`config.mk`:
```
export PLATFORM = sky130hd
export DESIGN_NAME = muart_regif
export DESIGN_NICKNAME = d
export VERILOG_FILES = /design/src/rtl/muart_pkg.sv /design/src/rtl/muart_rxq.sv /design/src/rtl/muart_irq.sv /design/src/rtl/muart_regif.sv
export SDC_FILE = /design/constraint.sdc
export NUM_CORES = 1
export LEC_CHECK = 0
export BUFFER_PORTS_ARGS = -buffer_cell sky130_fd_sc_hd__buf_2
export CAP_MARGIN = 10
export CORE_UTILIZATION = 49
export DETAILED_ROUTE_END_ITERATION = 7
export GPL_TIMING_DRIVEN = 0
export PLACE_DENSITY = 0.86
export SLEW_MARGIN = 20
export SYNTH_ARGS = -nofsm -noshare
export SYNTH_HDL_FRONTEND = slang
export SYNTH_SLANG_ARGS = --single-unit
```
`constraint.sdc`:
```
create_clock -name clk -period 4.1 [get_ports clk]
set_clock_uncertainty 0.2 [all_clocks]
set_input_delay 0.82 -clock clk [delete_from_list [all_inputs] [get_ports clk]]
set_output_delay 0.82 -clock clk [all_outputs]
set_load 0.03 [all_outputs]
```
`src/rtl/muart_pkg.sv`:
```
package muart_pkg;
  // word indices (byte offset >> 2)
  localparam int W_AUXIRQ = 'h00;
  localparam int W_ENABLE = 'h01;
  localparam int W_DATA   = 'h10;
  localparam int W_IEN    = 'h11;
  localparam int W_IID    = 'h12;
  localparam int W_LSTAT  = 'h15;
  localparam int W_CTRL   = 'h18;
  localparam int W_XSTAT  = 'h19;

  localparam logic [7:0]  FIFO_ON_BITS = 8'hC0;
  localparam logic [7:0]  LSTAT_BASE   = 8'h60;
  localparam logic [31:0] XSTAT_BASE   = 32'h0000_030E;
  localparam int          XSTAT_CNT_LSB = 16;
  localparam int          IEN_RX = 0;
  localparam int          IEN_TX = 1;
  localparam int          FLUSH_BIT = 1;
endpackage

```
`src/rtl/muart_rxq.sv`:
```
module muart_rxq #(
  parameter int DEPTH = 8,
  parameter int BW    = 8,
  localparam int PW   = (DEPTH > 1) ? $clog2(DEPTH) : 1,
  localparam int CW   = $clog2(DEPTH + 1)
) (
  input  logic          clk,
  input  logic          rst,
  input  logic          push,
  input  logic [BW-1:0] push_byte,
  input  logic          pop,
  input  logic          flush,
  output logic [BW-1:0] head_byte,
  output logic [CW-1:0] count
);
  logic [BW-1:0] mem [DEPTH];
  logic [PW-1:0] head_q;
  logic [CW-1:0] cnt_q;
  logic [CW:0]   sum;
  logic [PW-1:0] slot;

  always_comb begin
    sum = (CW+1)'(head_q) + (flush ? '0 : (CW+1)'(cnt_q));
    if (sum >= (CW+1)'(DEPTH)) sum = sum - (CW+1)'(DEPTH);
    slot = sum[PW-1:0];
  end

  always_ff @(posedge clk) begin
    if (push) mem[slot] <= push_byte;
  end

  always_ff @(posedge clk) begin
    if (rst) begin
      head_q <= '0;
      cnt_q  <= '0;
    end else begin
      if (pop) head_q <= (head_q == PW'(DEPTH - 1)) ? '0 : head_q + 1'b1;
      if (flush) cnt_q <= push ? CW'(1) : '0;
      else       cnt_q <= cnt_q + CW'(push) - CW'(pop);
    end
  end

  assign head_byte = mem[head_q];
  assign count     = cnt_q;
endmodule

```
`src/rtl/muart_irq.sv`:
```
module muart_irq
  import muart_pkg::*;
(
  input  logic [1:0] ien,
  input  logic       nonempty,
  output logic       irq,
  output logic [7:0] iid_byte
);
  logic rx_cause, tx_cause;
  assign rx_cause = ien[IEN_RX] & nonempty;
  assign tx_cause = ien[IEN_TX];
  assign irq      = rx_cause | tx_cause;
  always_comb begin
    iid_byte = FIFO_ON_BITS;
    iid_byte[2] = nonempty;
    iid_byte[1] = ~nonempty;
    iid_byte[0] = ~irq;
  end
endmodule

```
`src/rtl/muart_regif.sv`:
```
module muart_regif
  import muart_pkg::*;
#(
  parameter int DEPTH = 8,
  parameter int AW    = 8,
  parameter int DW    = 32
) (
  input  logic          clk,
  input  logic          rst,
  input  logic          bus_req,
  input  logic          bus_we,
  input  logic [AW-1:0] bus_addr,
  input  logic [DW-1:0] bus_wdata,
  output logic [DW-1:0] bus_rdata,
  input  logic          rx_valid,
  input  logic [7:0]    rx_byte,
  output logic          rx_ready,
  output logic          tx_strobe,
  output logic [7:0]    tx_byte,
  output logic          irq
);
  localparam int CW = $clog2(DEPTH + 1);
  localparam int WI = AW - 2;

  logic [WI-1:0] widx;
  logic          rd_acc, wr_acc;
  logic [1:0]    ien_q;
  logic [CW-1:0] rx_cnt;
  logic [7:0]    head_byte, iid_byte;
  logic          nonempty, push, pop, flush;
  logic [DW-1:0] rd_mux;

  assign widx   = bus_addr[AW-1:2];
  assign rd_acc = bus_req & ~bus_we;
  assign wr_acc = bus_req & bus_we;

  assign nonempty = (rx_cnt != '0);
  assign rx_ready = (rx_cnt < CW'(DEPTH));
  assign push     = rx_valid & rx_ready;
  assign pop      = rd_acc & (widx == WI'(W_DATA)) & nonempty;
  assign flush    = wr_acc & (widx == WI'(W_IID)) & bus_wdata[FLUSH_BIT];

  muart_rxq #(.DEPTH(DEPTH), .BW(8)) u_rxq (
    .clk(clk), .rst(rst), .push(push), .push_byte(rx_byte),
    .pop(pop), .flush(flush), .head_byte(head_byte), .count(rx_cnt)
  );

  muart_irq u_irq (
    .ien(ien_q), .nonempty(nonempty), .irq(irq), .iid_byte(iid_byte)
  );

  always_comb begin
    rd_mux = '0;
    case (widx)
      WI'(W_AUXIRQ): rd_mux = DW'(irq);
      WI'(W_ENABLE): rd_mux = DW'(1);
      WI'(W_DATA):   rd_mux = DW'(head_byte);
      WI'(W_IEN):    rd_mux = DW'(FIFO_ON_BITS | {6'b0, ien_q});
      WI'(W_IID):    rd_mux = DW'(iid_byte);
      WI'(W_LSTAT):  rd_mux = DW'(LSTAT_BASE | {7'b0, nonempty});
      WI'(W_CTRL):   rd_mux = DW'(3);
      WI'(W_XSTAT):  rd_mux = DW'(XSTAT_BASE) | DW'(nonempty)
                              | (DW'(rx_cnt) << XSTAT_CNT_LSB);
      default:       rd_mux = '0;
    endcase
  end

  always_ff @(posedge clk) begin
    if (rst) begin
      bus_rdata <= '0;
      ien_q     <= '0;
      tx_strobe <= 1'b0;
      tx_byte   <= '0;
    end else begin
      if (rd_acc) bus_rdata <= rd_mux;
      if (wr_acc && widx == WI'(W_IEN)) ien_q <= bus_wdata[1:0];
      tx_strobe <= wr_acc && (widx == WI'(W_DATA));
      if (wr_acc && widx == WI'(W_DATA)) tx_byte <= bus_wdata[7:0];
    end
  end
endmodule

```
Word-level counts from Yosys, hierarchy flattened:

Memories as Yosys holds them, arrays and structs flattened. A register that Yosys moved wholly into a read port is not among the register bits.
Index checks and enable logic that the tools add are counted.

* muxes and demuxes: 10
* order comparisons: 2
* equal/unequal tests: 8
* reductions and logical operators: 4
* add/subtract/negate cells: 5
* bitwise logic cells: 13

Operators with widths (count)
* 20-bit case mux with 8 select lines: 1
* 6-bit by 5-bit == test with 1-bit output (second input constant): 6
* 10-bit by 20-bit OR with 20-bit output: 1
* 3-bit 2-to-1 mux: 4
* 1-bit AND: 8
* 4-bit 2-to-1 mux: 2
* 6-bit by 1-bit == test with 1-bit output (second input constant): 1
* 6-bit zero test: 1
* 3-bit by 4-bit adder with 5-bit output: 1
* 5-bit by 4-bit greater-or-equal comparator with 1-bit output (second input constant): 1
* 4-bit by 1-bit adder with 4-bit output: 1
* 4-bit less-than comparator (second input constant): 1
* 4-bit nonzero test: 1
* 4-bit by 1-bit subtractor with 4-bit output: 1
* 3-bit by 1-bit adder with 3-bit output (second input constant): 1
* 3-bit == test (second input constant): 1
* 1-bit 2-to-1 mux: 3
* 1-bit inverter: 3
* 3-bit by 1-bit subtractor with 3-bit output (second input constant): 1
* 1-bit logical AND: 2
* 1-bit OR: 1

* input bits: 53
* register bits after elaboration: 50
* logic and storage cells: 49
* output and inout bits: 43
* RAM bits: 64
* memories kept: 1

Memory list
* u_rxq.mem: depth 8, width 8, read ports 1, clocked after Yosys merged registers in 1, wr ports 1, RTL line muart_rxq.sv:16 `logic [BW-1:0] mem [DEPTH];`

Logic depth before layout (Yosys ltp):

* depth in word-level cells: 7
* mapped depth: 11
* mapped depth without buffers: 11

Cells and area by module:

Synthesis repeated with hierarchy kept, for this count alone.

* cell total of the unflattened synthesis: 343
* area, all modules: 4530.6 µm²

By module, submodules not included
* muart_rxq: instances 1, area each 3049.2 µm², sequential area each 2122.0 µm², cells each 157
* muart_regif: instances 1, area each 1412.6 µm², sequential area each 480.5 µm², cells each 175
* muart_irq: instances 1, area each 68.8 µm², sequential area each 0.0 µm², cells each 11

Worst setup path after synthesis:

OpenSTA, ideal clock, no wires.

* path kind: in2reg
* start point: input port bus_addr[4]
* end point: memory u_rxq.mem[2][0] (enable)
* slack: -0.230 ns
* library setup time: 0.395 ns
* data required time: 3.505 ns
* arrival: 3.735 ns
* path buffers: 1
* stages on the path: 10
* cell sequence: buf_6 > or4b_4 > nor4b_4 > nor2_1 > ha_1 > inv_1 > fa_1 > xor2_1 > xor2_2 > nor4_1

* longest elaborated chain between the ends: 7
* elaborated cells on any way between the ends: 8
* those cells by class: add/sub (2); order compare (1); eq/ne (1); mux (2); bitwise (2)

Ends and longest elaborated chain
* from (decl): RTL line muart_regif.sv:12 `input logic [AW-1:0] bus_addr,`
* 6-bit by 5-bit == test with 1-bit output *: RTL line muart_regif.sv:41 `assign flush = wr_acc & (widx == WI'(W_IID)) & bus_wdata[FLUSH_BIT];`
* 1-bit AND * (2 in a row): RTL line muart_regif.sv:41
* 4-bit 2-to-1 mux *: RTL line muart_rxq.sv:23 `sum = (CW+1)'(head_q) + (flush ? '0 : (CW+1)'(cnt_q));`
* 3-bit by 4-bit adder with 5-bit output *: RTL line muart_rxq.sv:23
* 5-bit by 4-bit greater-or-equal comparator with 1-bit output or 3-bit by 1-bit subtractor with 3-bit output (tied branches): RTL line muart_rxq.sv:24 `if (sum >= (CW+1)'(DEPTH)) sum = sum - (CW+1)'(DEPTH);`
* 3-bit 2-to-1 mux *: RTL line muart_rxq.sv:24
* to (decl): RTL line muart_rxq.sv:16

Every way passes the cells marked *; elsewhere a longest branch is shown, timed or not.

Final worst setup path:

* start point: input port bus_addr[6]
* end point: memory u_rxq.mem[1][7] (enable)

Same word-level chain as after synthesis.

==> metrics.md <==
| Metric | Value |
|---|---|
| Cell repeated most along the worst path | `nor2_1` |
| Fmax achieved | `0.253 GHz` |
| Final Worst Setup Slack | `0.143 ns` |
| Hold_sp | `bus_rdata[1]` |
| Main synth FF type | `edfxtp_1` |
| Hold_buf cts | `0` |
| Worst path arrival time | `approximately 3.8 ns` |
| Max-slew violations | `0` |
| Detailed Route Iter0 Violations | `99` |
| Placer Congestion | `0.879` |
| Run status | `completed` |
| Mapped Cells | `310` |
| Class of the worst hold path | `reg -> reg` |
| Clock latency on the worst-skew pair | `about 0.37 ns` |
| DRC | `0` |
| RR Startpoint | `u_rxq.count[0]` |
| Area leader, netlist | `edfxtp_1` |
| CTS Sinks | `98` |
| Most numerous cell in the Yosys netlist | `edfxtp_1` |
| Startpoint types | `input pin` |
| Post-synth EDFFs | `64` |
| Vias in the first global route | `2,571` |
| Vias | `2,684` |
| Global Route Usage Sum | `0.197` |
| DP HPWL | `roughly 5.8 mm` |
| Power per cell area | `about 430 nW/um2` |
| Most area-consuming cells after synthesis | `edfxtp_1, dfxtp_1, mux4_2` |
| Drt wl/cell | `16.5 um` |
| R2r endpoint | `u_rxq.mem[1][7]` |
| TritonCTS Buffers | `9` |
| Final min period | `around 4.0 ns` |
| Critical Path RT | `3.90 ns` |
| Diodes inserted | `0` |
| Core area | `8340 um2` |
| Final Hold Viols | `0` |
| Min-Delay Endpoint | `bus_rdata[1]` |
| Post-synthesis register bit count | `between 90 and 100` |
| Synth top cells by count | `edfxtp_1, nor2_1, dfxtp_1, buf_4` |
| Fillers | `680` |
| Clk buf depth | `2` |
| Max-cap violation count | `0` |
| CTS root buffer | `clkbuf_8` |
| Area growth from synthesis to layout | `16.0%` |
| Slowest stage delay, CP | `0.69 ns` |
| Least-Margin Pin Slew | `0.839 ns` |
| Worst slack at placement | `-0.575 ns` |
| CP Class | `in -> reg` |
| Reg clk slew, reported paths | `0.10 ns` |
| Synth top area share | `0.447` |
| Yosys synthesis warning count | `0` |
| Tcrit/Tclk final | `0.965` |
| Max VDD drop | `0.328 mV` |
| DIE HEIGHT | `approximately 96 um` |
| Die width | `approximately 96 um` |
| Crit end category | `flop` |
| CTS tree | `built` |
| First-pass GRT wire length | `12.8 mm` |
| # nets final | `450` |
| Gr ovfl total | `0` |
| Worst path slowest cell | `nor2_1` |
| Initial Utilization | `0.516` |
| # IOs | `96` |
| Vias per inst | `5.40` |
| Hold Slack | `between 0.2 and 0.3 ns` |
| Initial antenna violation count | `0` |
| Synth async-reset ratio | `0` |
| Cell Rows | `33` |
| Reg2Reg Depth | `8` |
| Setup-failing EPs final | `0` |
| Cells along the critical path | `buf_2 > or4b_4 > nor4b_4 > nor2_1 > ha_1 > inv_1 > fa_1 > xor2_1 > xor2_2 > nor2_1` |
| Share of layout cells above drive strength 1 | `0.301` |
| Worst slew margin | `0.439` |
| IO Port Bufs | `49` |
| Register area share after synthesis | `0.605` |
| Routed wire length | `8.20 mm` |
| Cell area after synthesis | `between 4000 and 5000 um2` |
| Mean Syn Cell Area | `13.9 um2` |
| Post-CTS Repair Setup Buffers | `0` |
| DRT Pass-1 Iters | `5` |
| WHS Path Cells | `2` |
| Final ANT Viol Nets | `0` |
| Total die area | `9150 um2` |
| Yosys cell types | `48` |
| Largest net degree at the start of global routing | `19` |
| Crit Path Max Fanout | `9` |
| Reg2reg setup slack | `about 1.2 ns` |
| RSZ-0062 raised after global routing | `yes` |
| Lkg Pwr | `1.93 nW` |
| H-tree depth | `3` |
==> power by group <==
group / internal [mW] / switching [mW]
Combinational: 0.136 / 0.219
Clock: 0.294 / 0.358
Sequential: 1.12 / 0.0201
Total: 1.55 / 0.597
==> per-stage QoR <==
stage / std cells / TNS, ns / util / power (mW) / area, um2
after floorplan: 327 / 0 / - / 1.41 / 4380
after detailed placement: 481 / -24.02 / 0.570 / 1.50 / 4750
after global placement: 481 / -22.48 / 0.570 / 1.48 / 4750
after global routing: 497 / -2.26 / 0.598 / 2.24 / 4990
final: 497 / 0 / 0.598 / 2.14 / 4990
after CTS: 497 / 0 / 0.597 / 2.15 / 4980
==> per-layer routing <==
metal | track usage | wire (um)
met3 | 0.0702 | 586
met1 | 0.231 | 3470
met5 | 0 | 0
met4 | 0.0721 | 146
met2 | 0.334 | 3990
==> flip-flops by register name, indices dropped and copies added, names as in the netlist, named ones only <==
| register | flops |
|---|---|
| u_rxq.mem | 64 |
| bus_rdata | 13 |
| tx_byte | 8 |
| u_rxq.count | 4 |
| u_rxq.head_q | 3 |
| ien_q | 2 |
| tx_strobe | 1 |
==> cells in the final DEF (no fill, tap or decap), types with 5 or more instances in the layout <==
| cell type | synthesis | routed |
|---|---|---|
| nor2_1 | 36 | 35 |
| ha_1 | 8 | 8 |
| nor3_1 | 14 | 13 |
| edfxtp_1 | 64 | 64 |
| nand2_1 | 7 | 7 |
| mux2i_1 | 16 | 16 |
| conb_1 | 1 | 18 |
| mux4_2 | 16 | 16 |
| dfxtp_1 | 34 | 34 |
| buf_2 | 2 | 51 |
| a22oi_1 | 5 | 5 |
| nor3b_1 | 5 | 5 |
| inv_1 | 10 | 10 |
| clkbuf_1 | 11 | 11 |
| a21oi_1 | 5 | 5 |
| buf_4 | 19 | 19 |
| clkbuf_8 | 0 | 9 |
==> critical path: cells and delay by family <==
| family | cells | cell delay (ns) |
|---|---|---|
| buffers and inverters | 2 | 0.23 |
| adders and majority gates | 2 | 0.36 |
| xor gates and xnor gates | 2 | 0.57 |
| and+or+nand+nor | 4 | 1.77 |
==> worst max-delay path by stage <==
stage                            from         endpoint  slack [ns]  cells after the start
after floorplan           bus_addr[4]  u_rxq.mem[2][0]        0.09                     10
after global placement    bus_addr[4]  u_rxq.mem[6][5]       -0.50                     10
after detailed placement  bus_addr[4]  u_rxq.mem[6][5]       -0.57                     10
after CTS                 bus_addr[4]  u_rxq.mem[4][1]        0.04                     10
after global routing      bus_addr[4]  u_rxq.mem[5][1]       -0.09                     10
final                     bus_addr[6]  u_rxq.mem[1][7]        0.14                     10
==> kinds of logic (layout without fill, tap and decap cells) <==
group | after synthesis | count (layout) | share of synthesized area
XOR/XNOR | 6 | 6 | 0.0157
adder cells (fa/ha/maj) | 10 | 10 | 0.0326
multiplexers | 36 | 36 | 0.132
flip-flops | 98 | 98 | 0.605
buffers and inverters | 44 | 109 | 0.0573
AO/OA/AOI/OAI | 26 | 26 | 0.0428
AND/OR/NAND/NOR | 89 | 89 | 0.114
other | 1 | 18 | 0.000872
==> area by class of cell <==
cell class / count / area (um2) / share of cell area
plain buffers: 34 / 209 / 0.0419
clock buffers: 9 / 124 / 0.0248
clock inverters: 7 / 86.3 / 0.0173
inverters: 10 / 37.5 / 0.00752
multi-input cells: 185 / 1550 / 0.311
flip-flops and latches: 98 / 2600 / 0.522
well taps: 105 / 131 / 0.0263
repair buffers: 49 / 245 / 0.0492
==> timing repair <==
action / in CTS / in global routing
gates resized for setup: 2 / 2
pin swaps: 0 / 1
endpoints found under the setup margin: 16 / 48
No activity file was read; power rests on OpenSTA's default activity.
